**config.mk**
```make
export PLATFORM = sky130hd
export DESIGN_NAME = can_arb_unit
export DESIGN_NICKNAME = d
export VERILOG_FILES = /design/src/rtl/can_arb_pkg.sv /design/src/rtl/can_arb_rst_sync.sv /design/src/rtl/can_arb_idle.sv /design/src/rtl/can_arb_cmp.sv /design/src/rtl/can_arb_ctrl.sv /design/src/rtl/can_arb_unit.sv
export SDC_FILE = /design/constraint.sdc
export NUM_CORES = 1
export LEC_CHECK = 0
export BUFFER_PORTS_ARGS = -buffer_cell sky130_fd_sc_hd__buf_2
export CORE_MARGIN = 4
export CORE_UTILIZATION = 40
export CTS_BUF_LIST = sky130_fd_sc_hd__clkbuf_4 sky130_fd_sc_hd__clkbuf_8
export CTS_CLUSTER_SIZE = 8
export DETAILED_ROUTE_END_ITERATION = 8
export GPL_ROUTABILITY_DRIVEN = 0
export PLACE_DENSITY = 0.66
export SYNTH_ARGS = -nofsm -noshare
export SYNTH_HDL_FRONTEND = slang
export SYNTH_SLANG_ARGS = --single-unit
```
**constraint.sdc**
```tcl
create_clock -name clk -period 0.9 [get_ports clk]
set_input_delay 0.18 -clock clk [delete_from_list [all_inputs] [get_ports clk]]
set_output_delay 0.18 -clock clk [all_outputs]
set_load 0.02 [all_outputs]
```
**src/rtl/can_arb_pkg.sv**
```systemverilog
package can_arb_pkg;

  // contention state of the local node
  typedef enum logic {
    ST_CONTEND = 1'b0,
    ST_LISTEN  = 1'b1
  } arb_st_e;

  // per-strobe events produced by the comparator
  typedef struct packed {
    logic lose;
    logic win;
    logic err;
  } arb_evt_t;

endpackage

```
**src/rtl/can_arb_rst_sync.sv**
```systemverilog
module can_arb_rst_sync #(
  parameter int STAGES = 2
) (
  input  logic clk,
  input  logic rst_n,
  output logic rst_n_sync
);
  logic [STAGES-1:0] sync_q;

  always_ff @(posedge clk or negedge rst_n) begin
    if (!rst_n) sync_q <= '0;
    else        sync_q <= {sync_q[STAGES-2:0], 1'b1};
  end

  assign rst_n_sync = sync_q[STAGES-1];
endmodule

```
**src/rtl/can_arb_idle.sv**
```systemverilog
module can_arb_idle #(
  parameter int IDLE_BITS = 11
) (
  input  logic clk,
  input  logic rst_n,
  input  logic smp_stb,
  input  logic rx_bit,
  output logic bus_idle,
  output logic idle_hit
);
  localparam int CW = $clog2(IDLE_BITS + 1);
  localparam logic [CW-1:0] CNT_MAX  = CW'(IDLE_BITS);
  localparam logic [CW-1:0] CNT_LAST = CW'(IDLE_BITS - 1);

  logic [CW-1:0] run_q, run_d;

  always_comb begin
    run_d = run_q;
    if (smp_stb) begin
      if (!rx_bit)              run_d = '0;
      else if (run_q != CNT_MAX) run_d = run_q + 1'b1;
    end
  end

  always_ff @(posedge clk or negedge rst_n) begin
    if (!rst_n) run_q <= '0;
    else        run_q <= run_d;
  end

  // strobe that completes the recessive run
  assign idle_hit = smp_stb & rx_bit & (run_q == CNT_LAST);
  assign bus_idle = (run_q == CNT_MAX);

  AST_IDLE_RUN_BOUND: assert property (@(posedge clk) disable iff (!rst_n)
    run_q <= CNT_MAX);
  AST_IDLE_DOM_CLEARS: assert property (@(posedge clk) disable iff (!rst_n)
    (smp_stb && !rx_bit) |=> !bus_idle);
  AST_IDLE_HIT_RISES: assert property (@(posedge clk) disable iff (!rst_n)
    idle_hit |=> bus_idle);
endmodule

```
**src/rtl/can_arb_cmp.sv**
```systemverilog
module can_arb_cmp
  import can_arb_pkg::*;
#(
  parameter int ARB_BITS = 12
) (
  input  logic     clk,
  input  logic     rst_n,
  input  logic     smp_stb,
  input  logic     arb_en,
  input  logic     tx_active,
  input  logic     ack_slot,
  input  logic     contend,
  input  logic     tx_pin,
  input  logic     rx_bit,
  output arb_evt_t evt
);
  localparam int BW = $clog2(ARB_BITS + 1);
  localparam logic [BW-1:0] POS_END  = BW'(ARB_BITS);
  localparam logic [BW-1:0] POS_LAST = BW'(ARB_BITS - 1);

  logic [BW-1:0] pos_q, pos_d;
  logic          rec_read_dom, dom_read_rec, live_stb, last_bit;

  // window bit position, held at the end value if the window runs long
  always_comb begin
    pos_d = pos_q;
    if (!arb_en)                          pos_d = '0;
    else if (smp_stb && pos_q != POS_END) pos_d = pos_q + 1'b1;
  end

  always_ff @(posedge clk or negedge rst_n) begin
    if (!rst_n) pos_q <= '0;
    else        pos_q <= pos_d;
  end

  assign rec_read_dom = tx_pin & ~rx_bit;
  assign dom_read_rec = ~tx_pin & rx_bit;
  assign live_stb     = smp_stb & contend;
  assign last_bit     = (pos_q == POS_LAST);

  always_comb begin
    evt      = '0;
    evt.lose = live_stb & arb_en & rec_read_dom;
    evt.win  = live_stb & arb_en & last_bit & ~rec_read_dom;
    evt.err  = live_stb & ((arb_en & dom_read_rec) |
               (~arb_en & tx_active & ~ack_slot & (rec_read_dom | dom_read_rec)));
  end

  AST_POS_BOUND: assert property (@(posedge clk) disable iff (!rst_n)
    pos_q <= POS_END);
  AST_LOSE_NOT_ERR: assert property (@(posedge clk) disable iff (!rst_n)
    !(evt.lose && evt.err));
  AST_POS_RESTART: assert property (@(posedge clk) disable iff (!rst_n)
    !arb_en |=> (pos_q == '0));
endmodule

```
**src/rtl/can_arb_ctrl.sv**
```systemverilog
module can_arb_ctrl
  import can_arb_pkg::*;
(
  input  logic     clk,
  input  logic     rst_n,
  input  arb_evt_t evt,
  input  logic     idle_hit,
  output logic     contend,
  output logic     withdrawn,
  output logic     arb_lost,
  output logic     arb_won,
  output logic     bit_err,
  output logic     retry
);
  arb_st_e st_q, st_d;
  logic    lost_q, won_q, err_q, retry_q;
  logic    retry_d;

  always_comb begin
    st_d    = st_q;
    retry_d = 1'b0;
    case (st_q)
      ST_CONTEND: if (evt.lose) st_d = ST_LISTEN;
      ST_LISTEN: begin
        if (idle_hit) begin
          st_d    = ST_CONTEND;
          retry_d = 1'b1;
        end
      end
      default: st_d = ST_CONTEND;
    endcase
  end

  always_ff @(posedge clk or negedge rst_n) begin
    if (!rst_n) begin
      st_q    <= ST_CONTEND;
      lost_q  <= 1'b0;
      won_q   <= 1'b0;
      err_q   <= 1'b0;
      retry_q <= 1'b0;
    end else begin
      st_q    <= st_d;
      lost_q  <= evt.lose;
      won_q   <= evt.win;
      err_q   <= evt.err;
      retry_q <= retry_d;
    end
  end

  assign contend   = (st_q == ST_CONTEND);
  assign withdrawn = (st_q == ST_LISTEN);
  assign arb_lost  = lost_q;
  assign arb_won   = won_q;
  assign bit_err   = err_q;
  assign retry     = retry_q;

  AST_LOSS_WITHDRAWS: assert property (@(posedge clk) disable iff (!rst_n)
    evt.lose |=> (withdrawn && arb_lost));
  AST_LOST_IS_PULSE: assert property (@(posedge clk) disable iff (!rst_n)
    arb_lost |=> !arb_lost);
  AST_WON_LOST_EXCL: assert property (@(posedge clk) disable iff (!rst_n)
    !(arb_won && arb_lost));
  AST_RETRY_REJOINS: assert property (@(posedge clk) disable iff (!rst_n)
    retry |-> !withdrawn);
  AST_LISTEN_QUIET: assert property (@(posedge clk) disable iff (!rst_n)
    (withdrawn && $past(withdrawn)) |-> (!arb_won && !bit_err && !arb_lost));
endmodule

```
**src/rtl/can_arb_unit.sv**
```systemverilog
module can_arb_unit
  import can_arb_pkg::*;
#(
  parameter int ID_BITS   = 11,
  parameter int IDLE_BITS = 11
) (
  input  logic clk,
  input  logic rst_n,
  input  logic smp_stb,
  input  logic arb_en,
  input  logic tx_active,
  input  logic ack_slot,
  input  logic tx_bit,
  input  logic rx_bit,
  output logic tx_pin,
  output logic arb_lost,
  output logic arb_won,
  output logic bit_err,
  output logic withdrawn,
  output logic bus_idle,
  output logic retry
);
  // identifier bits plus the request-type bit
  localparam int ARB_BITS = ID_BITS + 1;

  logic     rst_n_i, contend, idle_hit;
  arb_evt_t evt;

  can_arb_rst_sync #(.STAGES(2)) u_rst (
    .clk(clk), .rst_n(rst_n), .rst_n_sync(rst_n_i)
  );

  can_arb_idle #(.IDLE_BITS(IDLE_BITS)) u_idle (
    .clk(clk), .rst_n(rst_n_i), .smp_stb(smp_stb), .rx_bit(rx_bit),
    .bus_idle(bus_idle), .idle_hit(idle_hit)
  );

  can_arb_cmp #(.ARB_BITS(ARB_BITS)) u_cmp (
    .clk(clk), .rst_n(rst_n_i), .smp_stb(smp_stb), .arb_en(arb_en),
    .tx_active(tx_active), .ack_slot(ack_slot), .contend(contend),
    .tx_pin(tx_pin), .rx_bit(rx_bit), .evt(evt)
  );

  can_arb_ctrl u_ctrl (
    .clk(clk), .rst_n(rst_n_i), .evt(evt), .idle_hit(idle_hit),
    .contend(contend), .withdrawn(withdrawn), .arb_lost(arb_lost),
    .arb_won(arb_won), .bit_err(bit_err), .retry(retry)
  );

  // a withdrawn node releases the line to recessive
  assign tx_pin = contend ? tx_bit : 1'b1;

  AST_LOST_IN_WINDOW: assert property (@(posedge clk) disable iff (!rst_n_i)
    arb_lost |-> $past(arb_en && smp_stb));
  AST_WITHDRAWN_RECESSIVE: assert property (@(posedge clk) disable iff (!rst_n_i)
    withdrawn |-> tx_pin);
  AST_LOST_SAW_DOMINANT: assert property (@(posedge clk) disable iff (!rst_n_i)
    arb_lost |-> !$past(rx_bit));
endmodule

```
## Word level (Yosys, flattened, before mapping)

Cells that the tools add are included.

| operators by class | value |
|---|---|
| add/subtract/negate cells | 2 |
| equal/unequal tests | 7 |
| muxes and demuxes | 10 |
| bitwise operators | 22 |
| reductions and logical operators | 2 |

Operators with widths:

| cell | number |
|---|---|
| two-way mux 4 bit | 4 |
| bitwise AND 1 bit | 14 |
| == test 4 bit (second input constant) | 3 |
| adder 4 x 1 -> 4 bit (second input constant) | 2 |
| inequality test 4 bit (second input constant) | 2 |
| inverter 1 bit | 6 |
| two-way mux 1 bit | 5 |
| inequality test 2 x 1 -> 1 bit (second input constant) | 2 |
| OR 1 bit | 2 |
| one-hot mux 1 bit (2 select lines) | 1 |
| AND reduction 2 bit | 1 |
| logical AND 1 bit | 1 |

| word-level totals | value |
|---|---|
| flip-flop bits (word level) | 15 |
| input port bits | 8 |
| output and inout bits | 7 |
| logic and storage cells | 51 |

## Logic depth before layout (Yosys ltp)

| logic depth | value |
|---|---|
| depth after elaboration | 7 |
| gate-level depth with buffers | 5 |
| mapped depth without buffers | 5 |

## Cells and area by module

Synthesis repeated with hierarchy kept, for this count alone.

| second synthesis, totals | value |
|---|---|
| cell total of the unflattened synthesis | 79 |
| area total of the unflattened synthesis | 787.0 sq um |

By module, submodules not included:

| module | sequential area each (sq um) | times used | cells each | area each (sq um) |
|---|---|---|---|---|
| can_arb_cmp | 100.1 | 1 | 39 | 317.8 |
| can_arb_idle | 100.1 | 1 | 27 | 261.5 |
| can_arb_ctrl | 125.1 | 1 | 9 | 147.6 |
| can_arb_rst_sync | 50.0 | 1 | 3 | 53.8 |
| can_arb_unit | 0.0 | 1 | 1 | 6.3 |

## Least setup slack after synthesis

Ideal clock, no wire load.

| path | value |
|---|---|
| path type | flip-flop to flip-flop |
| start point | register u_ctrl.st_q (netlist: u_ctrl.withdrawn) |
| end point | register u_ctrl.err_q (netlist: u_ctrl.bit_err) |
| period minus slack after synthesis | 1,517 ps |
| setup time | 87 ps |
| arrival | 1,430 ps |
| required time | 813 ps |
| path buffers | 0 |
| cell stages (with the launch flop) | 6 |
| setup slack | -617 ps |
| path through | dfrtp_1 > or2_2 > ha_1 > nor4b_1 > a31oi_1 > nor3_1 |

RTL lines:

| what | line | RTL |
|---|---|---|
| start, declared | can_arb_ctrl.sv:15 | `arb_st_e st_q, st_d;` |
| start signal, assigned | can_arb_ctrl.sv:42 | `st_q <= st_d;` |
| end signal, assigned | can_arb_ctrl.sv:45 | `err_q <= evt.err;` |
| end, declared | can_arb_ctrl.sv:16 | `logic lost_q, won_q, err_q, retry_q;` |

## Final worst setup path

| path | value |
|---|---|
| start point | register u_idle.run_q[1] |
| end point | output bus_idle |

| on the way | value |
|---|---|
| cells in the longest elaborated chain, start to end | 1 |

RTL lines:

| what | line | RTL |
|---|---|---|
| start, declared | can_arb_idle.sv:15 | `logic [CW-1:0] run_q, run_d;` |
| start signal, assigned | can_arb_idle.sv:27 | `else run_q <= run_d;` |
| == test 4 bit | can_arb_idle.sv:32 | `assign bus_idle = (run_q == CNT_MAX);` |
| end, declared | can_arb_unit.sv:20 | `output logic bus_idle,` |

No other way between the ends.

==> impl_metrics.csv <==
group,metric,value,unit
setup_path,critical_path_class,"reg -> out",
floorplan,die_area,2748,um2
timing,post-route-min-period,1.401,ns
placed_design,place_hpwl,1358,um
timing,slew_viol_final,0,
synthesis,syn_area,789.5,um2
routing,vias_per_cell,5.184,
clock_tree,cts_tree,"done",
synthesis,yosys.area.top_type,"dfrtp_1",
clock_tree,clk_pin_slew_worst_paths,0.10,ns
setup_path,required,0.72,ns
global_routing,grt.overflow.total,0,
global_routing,first_global_vias,764,
floorplan,fp-row-count,15,
synthesis,synth-edff-count,0,
clock_tree,cts-buffers-inserted,3,
clock_tree,clock-sinks,15,
status,violations,"negative setup slack",
synthesis,postSynthCellCount,72,
setup_path,end_kind,"output port",
routing,vias,731,
setup_path,cp.arrival,1.22,ns
placed_design,pre_cts_ws,-0.4065,ns
pwr,vdd_drop_max,0.001067,V
routing,dr.pass1.iters,3,
cells_and_area,fin_nets,130,
global_routing,grt_pass1_wl,3374,um
cells_and_area,final_layout_size_suffix_gt1_share,61.21,%
routing,routedWlPerCell,15.30,um
synthesis,synth_top_area_share,47.54,%
hold_path,holdCritPathClass,"reg -> async",
flow_run,cap_violations,0,
timing,layout_setup_ws,-0.5011,ns
timing,rsz0062_at_grt,"yes",
global_routing,grt_start_max_net_pins,10,
global_routing,antenna_found_initial,0,
synthesis,synth-warning-count,0,
synthesis,synth-async-reset-ratio,100.0,%
clock_tree,clkLatencyLatePin,0.30,ns
setup_path,r2r-end,"u_ctrl.bit_err",
routing,drt_first_iter_violations,8,
synthesis,synth_common_cells,"15 x dfrtp_1, 8 x nand2_1, 5 x ha_1",
timing,setup-violations-final,20,
synthesis,ys_top_cells_by_area,"dfrtp_1 48%, ha_1 7.9%, mux2i_1 3.8%",
floorplan,ios,15,
floorplan,die_h,52.43,um
routing,wirelength,2157,um
status,status,"finished, violations left",
placed_design,io_buffers,14,
setup_path,ff2ff_path_depth,5,
routing,drc,0,
setup_path,critPathMaxFanout,3,
setup_path,setup.worst_path.start_class,"flop",
timing,skew,0.001276,ns
synthesis,yosysSeqAreaShare,47.54,%
cells_and_area,diodes,0,
clock_tree,root_buffer,"clkbuf_4",
synthesis,yosysMostFrequentCell,"dfrtp_1",
cells_and_area,areaGrowthSynthToFinish,66.09,%
timing,hold_ws,0.07766,ns
timing,max_freq,0.7137,GHz
global_routing,grt_usage,17.31,%
floorplan,coreArea,1802,um2
timing,finalCritPeriodShare,155.7,%
synthesis,synth_nets,85,
clock_tree,cts.htree.levels,1,
synthesis,synth_flop_cell,"dfrtp_1",
pwr,p_leak,0.6474,nW
synthesis,netlist-cell-type-count,33,
pwr,p_total,0.001714,W
floorplan,die_x,52.43,um
synthesis,avgSynthCellArea,10.97,um2
clock_tree,clockBufferDepth,2,
pwr,power_density,1307,nW/um2
setup_path,r2r_start,"u_ctrl.withdrawn",
synthesis,synth_seq_cells,15,
setup_path,r2r_slack,-0.47,ns
floorplan,initial_core_util,43.82,%
timing,hold_violations,0,
routing,detail-route-antenna-nets,0,
-- cell usage in the layout (no fill, tap or decap), drive strengths merged --
cell type	instances
buf	41
dfrtp	15
nand2	8
inv	7
ha	5
clkbuf	4
a31oi	4
mux2i	3
or2	2
and2b	2
nand4	2
nor2	2
o21ai	2
nand3b	2
nor3	2
nand3	2
and3	1
nor4	1
nor4b	1
o2bb2ai	1
and2	1
and4	1
o211a	1
a2bb2oi	1
o41ai	1
o211ai	1
a32o	1
dlygate4sd3	1
conb	1
-- cells by family (layout without fill, tap and decap cells) --
kind of cell | count (synthesis) | in the layout | synth area share (%)
AO/OA/AOI/OAI | 12 | 12 | 13.79
AND/OR/NAND/NOR | 27 | 27 | 20.76
other | 1 | 1 | 0.4750
buffers and inverters | 9 | 53 | 5.705
flip-flops | 15 | 15 | 47.54
multiplexers | 3 | 3 | 3.804
adder cells (fa/ha/maj) | 5 | 5 | 7.924
-- worst max-delay path by stage --
stage / end / cells after the start / from
CTS: tx_pin / 3 / u_ctrl.withdrawn
finish: bus_idle / 4 / u_idle.run_q[1]
floorplan: u_ctrl.bit_err / 5 / u_ctrl.withdrawn
detailed placement: u_ctrl.bit_err / 5 / u_ctrl.withdrawn
global placement: u_ctrl.bit_err / 5 / u_ctrl.withdrawn
global route: bus_idle / 4 / u_idle.run_q[1]
-- stage by stage --
step | instance area [um2] | utilization [%] | instances | setup TNS (ns)
floorplan | 857.1 | - | 72 | -2.124
global placement | 1085 | 60.21 | 128 | -2.537
detailed placement | 1085 | 60.21 | 128 | -2.871
CTS | 1224 | 67.92 | 137 | -4.510
global route | 1311 | 72.78 | 141 | -5.904
finish | 1311 | 72.78 | 141 | -4.889
-- sequential cells by signal, summed over array words and instances (netlist names) --
name	count
u_cmp.pos_q	4
u_idle.run_q	4
u_rst.sync_q	2
u_ctrl.arb_lost	1
u_ctrl.arb_won	1
u_ctrl.bit_err	1
u_ctrl.retry	1
u_ctrl.withdrawn	1
-- power by group --
group,switching (W),internal [W]
combinational,0.000216,0.000272
clock,0.000246,0.000203
sequential,0.0000597,0.000717
total,0.000522,0.00119
-- per-layer routing --
metal | global-route usage (%) | up-vias | part of all wire (%)
li1 | - | 347 | -
met1 | 21.31 | 356 | 44
met2 | 26.03 | 19 | 48
met3 | 4.274 | 9 | 4.1
met4 | 12.34 | 0 | 4.2
met5 | 0 | - | 0
-- worst max-delay path: stages (launching register included) --
cell and delay (ns):
dfrtp_1 0.44, ha_4 0.18, nand3b_4 0.11, inv_4 0.09
buf_6 0.11
-- what timing repair did --
item / 4_1_cts / 5_1_grt
setup buffers: 4 / 4
hold buffers: 1 / 0
endpoints found under the hold margin: 2 / 0
setup endpoints to repair: 20 / 20
gates resized for setup: 19 / 12
cloned: 0 / 0
pin swaps: 9 / 9
-- layout make-up --
class	instances	area [um2]
fillers	127	490.5
repair buffers	42	352.8
inverters	7	33.78
flip-flops and latches	15	376.6
multi-input cells	48	486.7
clock buffers	4	30.03
well taps	25	31.28
Power figures use the tool's default switching activity.
